[src/rtl/rbc_pkg.sv]
package rbc_pkg;

  // Kind of reset pulse currently being produced
  typedef enum logic {
    RK_WARM = 1'b0,
    RK_FULL = 1'b1
  } rst_kind_e;

  // Register map of the read port
  localparam logic [1:0] REG_DIP   = 2'd0;
  localparam logic [1:0] REG_STRAP = 2'd1;

endpackage

[src/rtl/rbc_sync.sv]
// Multi-bit level synchroniser, one chain of flops per bit.
module rbc_sync #(
  parameter int          W       = 2,
  parameter int          STAGES  = 2,
  parameter logic [W-1:0] RST_VAL = '1
) (
  input  logic         clk,
  input  logic         rst_n,
  input  logic [W-1:0] d_i,
  output logic [W-1:0] q_o
);

  logic [W-1:0] chain_q [STAGES];

  generate
    for (genvar s = 0; s < STAGES; s++) begin : g_stage
      if (s == 0) begin : g_first
        always_ff @(posedge clk or negedge rst_n) begin
          if (!rst_n) chain_q[0] <= RST_VAL;
          else        chain_q[0] <= d_i;
        end
      end else begin : g_next
        always_ff @(posedge clk or negedge rst_n) begin
          if (!rst_n) chain_q[s] <= RST_VAL;
          else        chain_q[s] <= chain_q[s-1];
        end
      end
    end
  endgenerate

  assign q_o = chain_q[STAGES-1];

endmodule

[src/rtl/rbc_rst_pulse.sv]
// Rising-edge detection on the synchronised buttons, arbitration and
// the timed reset pulse.
module rbc_rst_pulse
  import rbc_pkg::*;
#(
  parameter int PULSE_LEN = 16
) (
  input  logic      clk,
  input  logic      rst_n,
  input  logic      full_lvl_i,
  input  logic      warm_lvl_i,
  output logic      active_o,
  output rst_kind_e kind_o
);

  localparam int            CW   = (PULSE_LEN > 1) ? $clog2(PULSE_LEN) : 1;
  localparam logic [CW-1:0] LOAD = CW'(PULSE_LEN - 1);

  logic          full_prev_q, warm_prev_q;
  logic          full_rise, warm_rise;
  logic          active_q;
  rst_kind_e     kind_q;
  logic [CW-1:0] cnt_q;

  // A release is a low-to-high step of the synchronised level
  assign full_rise = full_lvl_i & ~full_prev_q;
  assign warm_rise = warm_lvl_i & ~warm_prev_q;

  always_ff @(posedge clk or negedge rst_n) begin
    if (!rst_n) begin
      full_prev_q <= 1'b1;
      warm_prev_q <= 1'b1;
    end else begin
      full_prev_q <= full_lvl_i;
      warm_prev_q <= warm_lvl_i;
    end
  end

  always_ff @(posedge clk or negedge rst_n) begin
    if (!rst_n) begin
      active_q <= 1'b0;
      kind_q   <= RK_WARM;
      cnt_q    <= '0;
    end else if (!active_q) begin
      if (full_rise) begin
        active_q <= 1'b1;
        kind_q   <= RK_FULL;
        cnt_q    <= LOAD;
      end else if (warm_rise) begin
        active_q <= 1'b1;
        kind_q   <= RK_WARM;
        cnt_q    <= LOAD;
      end
    end else if (cnt_q == '0) begin
      active_q <= 1'b0;
    end else begin
      cnt_q <= cnt_q - 1'b1;
    end
  end

  assign active_o = active_q;
  assign kind_o   = kind_q;

  // an idle block answers a full release with a full pulse
  p_full_start_r2: assert property (@(posedge clk) disable iff (!rst_n)
    (!active_q && full_rise) |=> (active_q && kind_q == RK_FULL));

  // a lone warm release starts a warm pulse
  p_warm_start_r3: assert property (@(posedge clk) disable iff (!rst_n)
    (!active_q && warm_rise && !full_rise) |=> (active_q && kind_q == RK_WARM));

  // a running pulse keeps its kind regardless of new releases
  p_kind_hold_r5: assert property (@(posedge clk) disable iff (!rst_n)
    (active_q && cnt_q != '0) |=> (active_q && $stable(kind_q)));

  // the pulse ends exactly when the count is spent
  p_pulse_end_r4: assert property (@(posedge clk) disable iff (!rst_n)
    (active_q && cnt_q == '0) |=> !active_q);

  // without a release nothing starts
  p_no_spurious_r7: assert property (@(posedge clk) disable iff (!rst_n)
    (!active_q && !full_rise && !warm_rise) |=> !active_q);

endmodule

[src/rtl/rbc_strap_mux.sv]
// Boot strap selection and pin enable.
module rbc_strap_mux #(
  parameter int                   STRAP_W  = 13,
  parameter logic [STRAP_W-1:0]   OVR_CODE = 13'h0405
) (
  input  logic               clk,
  input  logic               rst_n,
  input  logic [STRAP_W-1:0] dip_i,
  input  logic               ovr_en_i,
  input  logic               rstat_n_i,
  output logic [STRAP_W-1:0] sel_o,
  output logic [STRAP_W-1:0] strap_o,
  output logic               oe_o
);

  logic emu_sel;

  // Emulation boot pattern: low mode bits and bits 5:4 all zero
  assign emu_sel = (dip_i[2:0] == 3'b000) && (dip_i[5:4] == 2'b00);

  always_comb begin
    if (ovr_en_i && !emu_sel) sel_o = OVR_CODE;
    else                      sel_o = dip_i;
  end

  assign oe_o    = ~rstat_n_i;
  assign strap_o = oe_o ? sel_o : '0;

  // released pins carry no value
  p_released_r8: assert property (@(posedge clk) disable iff (!rst_n)
    rstat_n_i |-> (!oe_o && strap_o == '0));

  // without override the switches go straight out
  p_plain_r9: assert property (@(posedge clk) disable iff (!rst_n)
    (!rstat_n_i && !ovr_en_i) |-> (strap_o == dip_i));

  // emulation pattern bypasses the override
  p_emu_r11: assert property (@(posedge clk) disable iff (!rst_n)
    (!rstat_n_i && dip_i[2:0] == 3'b000 && dip_i[5:4] == 2'b00) |-> (strap_o == dip_i));

endmodule

[src/rtl/rbc_regport.sv]
// Read-only register port holding the true switch value.
module rbc_regport
  import rbc_pkg::*;
#(
  parameter int STRAP_W = 13,
  parameter int DATA_W  = 16
) (
  input  logic               clk,
  input  logic               rst_n,
  input  logic [STRAP_W-1:0] dip_i,
  input  logic [STRAP_W-1:0] sel_i,
  input  logic               rd_i,
  input  logic [1:0]         addr_i,
  output logic [DATA_W-1:0]  rdata_o,
  output logic               rvalid_o
);

  logic [STRAP_W-1:0] dip_q, sel_q;
  logic [DATA_W-1:0]  rdata_q, rdata_d;
  logic               rvalid_q;

  always_ff @(posedge clk or negedge rst_n) begin
    if (!rst_n) begin
      dip_q <= '0;
      sel_q <= '0;
    end else begin
      dip_q <= dip_i;
      sel_q <= sel_i;
    end
  end

  always_comb begin
    case (addr_i)
      REG_DIP:   rdata_d = DATA_W'(dip_q);
      REG_STRAP: rdata_d = DATA_W'(sel_q);
      default:   rdata_d = '0;
    endcase
  end

  always_ff @(posedge clk or negedge rst_n) begin
    if (!rst_n) begin
      rdata_q  <= '0;
      rvalid_q <= 1'b0;
    end else begin
      rvalid_q <= rd_i;
      if (rd_i) rdata_q <= rdata_d;
    end
  end

  assign rdata_o  = rdata_q;
  assign rvalid_o = rvalid_q;

  // every strobe is answered on the next edge, nothing else is
  p_answer_r12: assert property (@(posedge clk) disable iff (!rst_n)
    rd_i |=> rvalid_o);
  p_no_extra_r12: assert property (@(posedge clk) disable iff (!rst_n)
    !rd_i |=> !rvalid_o);

endmodule

[src/rtl/rst_boot_ctrl.sv]
module rst_boot_ctrl
  import rbc_pkg::*;
#(
  parameter int                 STRAP_W   = 13,
  parameter int                 DATA_W    = 16,
  parameter int                 PULSE_LEN = 16,
  parameter int                 SYNC_STG  = 2,
  parameter logic [STRAP_W-1:0] OVR_CODE  = 13'h0405
) (
  input  logic               clk,
  input  logic               rst_n,
  input  logic               btn_full_n_i,
  input  logic               btn_warm_n_i,
  input  logic               ovr_en_i,
  input  logic [STRAP_W-1:0] dip_i,
  input  logic               rstat_n_i,
  output logic [STRAP_W-1:0] strap_o,
  output logic               strap_oe_o,
  output logic               por_n_o,
  output logic               full_rst_n_o,
  output logic               warm_rst_n_o,
  output logic               phy_rst_n_o,
  input  logic               rd_i,
  input  logic [1:0]         addr_i,
  output logic [DATA_W-1:0]  rdata_o,
  output logic               rvalid_o
);

  logic [1:0]         btn_sync;
  logic               pulse_active;
  rst_kind_e          pulse_kind;
  logic [STRAP_W-1:0] strap_sel;
  logic               por_q;

  rbc_sync #(.W(2), .STAGES(SYNC_STG), .RST_VAL(2'b11)) u_sync (
    .clk   (clk),
    .rst_n (rst_n),
    .d_i   ({btn_full_n_i, btn_warm_n_i}),
    .q_o   (btn_sync)
  );

  rbc_rst_pulse #(.PULSE_LEN(PULSE_LEN)) u_pulse (
    .clk        (clk),
    .rst_n      (rst_n),
    .full_lvl_i (btn_sync[1]),
    .warm_lvl_i (btn_sync[0]),
    .active_o   (pulse_active),
    .kind_o     (pulse_kind)
  );

  rbc_strap_mux #(.STRAP_W(STRAP_W), .OVR_CODE(OVR_CODE)) u_strap (
    .clk       (clk),
    .rst_n     (rst_n),
    .dip_i     (dip_i),
    .ovr_en_i  (ovr_en_i),
    .rstat_n_i (rstat_n_i),
    .sel_o     (strap_sel),
    .strap_o   (strap_o),
    .oe_o      (strap_oe_o)
  );

  rbc_regport #(.STRAP_W(STRAP_W), .DATA_W(DATA_W)) u_regs (
    .clk      (clk),
    .rst_n    (rst_n),
    .dip_i    (dip_i),
    .sel_i    (strap_sel),
    .rd_i     (rd_i),
    .addr_i   (addr_i),
    .rdata_o  (rdata_o),
    .rvalid_o (rvalid_o)
  );

  // Power-on reset follows the block reset, released on the first edge
  always_ff @(posedge clk or negedge rst_n) begin
    if (!rst_n) por_q <= 1'b0;
    else        por_q <= 1'b1;
  end

  assign por_n_o      = por_q;
  assign full_rst_n_o = ~(pulse_active && pulse_kind == RK_FULL);
  assign phy_rst_n_o  = ~(pulse_active && pulse_kind == RK_FULL);
  assign warm_rst_n_o = ~(pulse_active && pulse_kind == RK_WARM);

  // power-on reset is released one edge after the block reset
  p_por_r1: assert property (@(posedge clk) disable iff (!rst_n)
    1'b1 |=> por_n_o);

  // a full reset pulls the PHY along and leaves the others high
  p_full_subset_r2: assert property (@(posedge clk) disable iff (!rst_n)
    !full_rst_n_o |-> (!phy_rst_n_o && warm_rst_n_o));

  // a warm reset touches nothing else
  p_warm_subset_r3: assert property (@(posedge clk) disable iff (!rst_n)
    !warm_rst_n_o |-> (full_rst_n_o && phy_rst_n_o));

endmodule

[config.mk]
export PLATFORM = sky130hd
export DESIGN_NAME = rst_boot_ctrl
export DESIGN_NICKNAME = d
export VERILOG_FILES = /design/src/rtl/rbc_pkg.sv /design/src/rtl/rbc_sync.sv /design/src/rtl/rbc_rst_pulse.sv /design/src/rtl/rbc_strap_mux.sv /design/src/rtl/rbc_regport.sv /design/src/rtl/rst_boot_ctrl.sv
export SDC_FILE = /design/constraint.sdc
export NUM_CORES = 1
export LEC_CHECK = 0
export CORE_UTILIZATION = 55
export CTS_BUF_LIST = sky130_fd_sc_hd__clkbuf_4 sky130_fd_sc_hd__clkbuf_8
export DETAILED_ROUTE_END_ITERATION = 12
export GPL_ROUTABILITY_DRIVEN = 0
export PLACE_DENSITY = 0.9
export SLEW_MARGIN = 20
export SYNTH_ARGS = -nofsm -noshare
export SYNTH_HDL_FRONTEND = slang
export SYNTH_HIERARCHICAL = 1
export SYNTH_SLANG_ARGS = --single-unit
[constraint.sdc]
create_clock -name clk -period 3.9 [get_ports clk]
set_clock_uncertainty 0.2 [all_clocks]
set_input_delay 0.975 -clock clk [delete_from_list [all_inputs] [get_ports clk]]
set_output_delay 0.975 -clock clk [all_outputs]
set_load 0.01 [all_outputs]
==> results.py, run 1 <==
metrics = {
    "status": {
        "status": "finished clean",
    },
    "critical_path": {
        "worst-endpoint-arrival_ps": 2610,
        "setup.worst_path.start_class": "input pin",
        "setup.worst_path.end_class": "output pin",
        "critical_path.max_fanout": 7,
        "r2r-start": "u_pulse/cnt_q[0]",
        "data_required_time_at_the_worst_endpoint_ps": 2720,
        "setup.worst_path.class": "input pin to output pin",
        "timing.critical_path.from": "dip_i[4]",
    },
    "die": {
        "ioPinCount": 57,
        "die_w_um": 66.8,
        "fp.dieArea_mm2": 0.00447,
        "initial_utilization": 0.574,
        "die_h_um": 66.8,
        "core_mm2": 0.00403,
        "placement_rows": 23,
    },
    "logic_synthesis": {
        "synth_most_common_cell": "dfrtp_1",
        "synth.avg_cell_area_um2": 11.6,
        "synth-edff-count": 0,
        "leading_area_contributor_after_synthesis": "dfrtp_1",
        "yosysTopAreaCellShare": 0.509,
        "synth_sequential_area_ratio": 0.577,
        "yosysWarningCount": 6,
        "synthArstFlopShare": 1.00,
        "synth_commonest_cells": "dfrtp_1 (47), inv_1 (25), o22ai_1 (20), mux2i_1 (14), nand2b_1 (12)",
        "synthTopCellsByArea": "dfrtp_1 (51%), dfstp_2 (6.8%), mux2i_1 (6.1%)",
        "synth.distinct_cells": 37,
        "synth_seq_cells": 53,
        "post_synthesis_instance_area_mm2": 0.00231,
        "ys_dominant_reg_cell": "dfrtp_1",
        "synthesis.instances": 199,
    },
    "clock_network": {
        "cts_sinks": 53,
        "postCtsHoldBufs": 0,
        "numCtsBuffers": 5,
        "ctsLongestPathBuffers": 2,
        "tritoncts": "yes",
        "cts-root-buf": "clkbuf_8",
        "clock_tree.htree_level_count": 2,
        "cts_setup_buffers": 0,
        "clk-insertion-delay-late_ps": 300,
        "clk_pin_slew_ps": 90,
    },
    "routing": {
        "firstDrtPassIters": 4,
        "finalWirelength_um": 4790,
        "detail-route-antenna-nets": 0,
        "dr_total_vias": 1650,
        "drt_drc_violations_left": 0,
        "drtIter0Drc": 93,
        "drt-vias-per-instance": 5.39,
        "post_drt_wl_per_cell_um": 15.6,
    },
    "place": {
        "port_buffers": 53,
        "dp_hpwl_um": 3460,
        "cells_after_dpl": 298,
        "place_worst_setup_slack_ps": -130,
    },
    "min_path": {
        "worstHoldPathType": "flip-flop to flip-flop",
        "min_from": "u_sync/q_o[1]",
    },
    "timing": {
        "tightest_slew_ps": 791,
        "final-hold-violation-count": 0,
        "fmaxAchievable_mhz": 264,
        "timing.final.setup_violations": 0,
        "layout_worst_path_cycle_share": 0.970,
        "finalMaxSlewViolations": 0,
        "totalNegativeSetupSlack_ps": 0,
        "worst_setup_margin_ps": 116,
        "slew-limit-headroom": 0.471,
        "fin_hold_ws_ps": 156,
        "finalWorstPathRequiredPeriod_ps": 3780,
        "unrepaired_setup_endpoints_after_global_routing": "no",
    },
    "finish": {
        "layout-drive-gt1-share": 0.164,
        "final_nets": 279,
        "diodes_inserted": 0,
        "syn2layout_area_growth_pct": 28.8,
        "instances_no_fill": 306,
        "nFillCells": 281,
    },
    "job": {
        "maxCapViolCount": 0,
    },
    "global_routing": {
        "number_of_global_route_vias_before_repair": 1650,
        "grt_start_max_net_pins": 54,
        "groute.usage.overall": 0.238,
        "grt_pass1_wl_um": 7680,
        "globalRoute.totalOverflow": 0,
        "antenna_found_initial": 0,
    },
    "power": {
        "power_leakage_nw": 1.38,
        "intPower_mw": 0.995,
        "clkPwrFrac": 0.264,
        "power.switching_mw": 0.396,
        "cellPowerDensity_mw_per_mm2": 467,
        "vdd.ir_drop.worst_uv": 277,
        "seq_power_share": 0.482,
        "combPwrFrac": 0.254,
        "power.switching_fraction": 0.285,
    },
}
## power by group through the flow
stage | Clock [mW] | Combinational, mW | Sequential [mW]
6_report | 0.367 | 0.354 | 0.670
5_1_grt | 0.391 | 0.391 | 0.679
4_1_cts | 0.375 | 0.352 | 0.670
3_5_place_dp | 0 | 0.353 | 0.681
3_3_place_gp | 0 | 0.332 | 0.672
2_1_floorplan | 0 | 0.222 | 0.663
## registers in the layout (all words and copies together), names as in the netlist
signal	count
u_pulse/active_o	1
u_regs/sel_q	13
u_pulse/full_prev_q	1
u_pulse/warm_prev_q	1
u_pulse/kind_o	1
u_regs/dip_q	13
u_pulse/cnt_q	4
u_sync/q_o	2
por_n_o	1
u_regs/rvalid_o	1
u_sync/chain_q	2
u_regs/rdata_o	13
## critical path: stages
cell and delay (ps):
clkdlybuf4s50_1 490, buf_4 140, nor4_2 50, buf_4 150, a211oi_1 220, clkdlybuf4s50_1 580
## layout by cell type (no fill, tap or decap), types with 2 or more instances in the layout
cell,count
clkdlybuf4s50_1,42
nor2b_1,4
o21ai_0,2
o22ai_1,20
a21oi_1,4
dlygate4sd2_1,7
or3b_2,6
inv_1,25
nand2b_1,12
o31ai_2,3
nand2_1,3
dfstp_2,6
ha_1,2
buf_4,12
clkbuf_8,5
a211oi_1,2
conb_1,4
nor3_1,3
dlymetal6s2s_1,3
dfrtp_1,47
mux2i_1,14
nor2_1,6
o31ai_1,3
nor3b_1,3
and2_1,3
## cell families (layout without fill, tap and decap cells)
| kind of cell | Yosys count | count (layout) | synth area share |
|---|---|---|---|
| DFF | 53 | 53 | 0.577 |
| and+or+nand+nor | 46 | 46 | 0.128 |
| buffers and inverters | 42 | 97 | 0.0969 |
| AOI/OAI and AO/OA | 40 | 40 | 0.123 |
| muxes | 14 | 14 | 0.0606 |
| adders and majority gates | 2 | 2 | 0.0108 |
| other | 2 | 4 | 0.00325 |
## layer usage
layer,up-vias,part of all wire,track usage,wire length [µm]
met1,810,0.44,0.311,2090
met3,9,0.040,0.0428,193
met5,-,0,0,0
met4,0,0.018,0.106,87
met2,57,0.51,0.385,2420
li1,774,-,-,-
## through the flow
step,util,power [mW],area [µm²]
after detailed placement,0.710,1.03,2860
after global routing,0.739,1.46,2980
after global placement,0.710,1.00,2860
after floorplan,-,0.885,2320
after CTS,0.735,1.40,2960
final,0.739,1.39,2980
## repair_timing
item / 4_1_cts / 5_1_grt
setup endpoints to repair: 8 / 2
gates resized for setup: 7 / 4
hold endpoints to repair: 0 / 0
pin swaps: 0 / 0
## worst paths after layout
| check | slack, ps | to | cells after the start |
|---|---|---|---|
| worst max-delay path | 120 | strap_o[10] | 6 |
| worst min-delay path | 160 | u_pulse/full_prev_q | 0 |
| worst max register to register | 2330 | u_pulse/cnt_q[0] | 5 |
| worst min register to register | 160 | u_pulse/full_prev_q | 0 |
| max in group asynchronous | 2590 | u_regs/rdata_o[9] | 1 |
| min in group asynchronous | 480 | u_regs/sel_q[1] | 1 |
## area by class of cell
| class | count | area (µm²) | share of cell area |
|---|---|---|---|
| Timing Repair Buffer | 64 | 609 | 0.205 |
| Multi-Input combinational cell | 106 | 768 | 0.258 |
| Tap cell | 50 | 62.6 | 0.0210 |
| Clock inverter | 2 | 35.0 | 0.0118 |
| Sequential cell | 53 | 1330 | 0.448 |
| Inverter | 25 | 93.8 | 0.0315 |
| Clock buffer | 6 | 76.3 | 0.0256 |
(Power assumes the default switching activity.)
==> run 2: changes to the inputs <==
Settings changed: CAP_MARGIN set to 15.
==> results of run 2 <==
The final DEF is identical to that of run 1; final timing and power are the same.
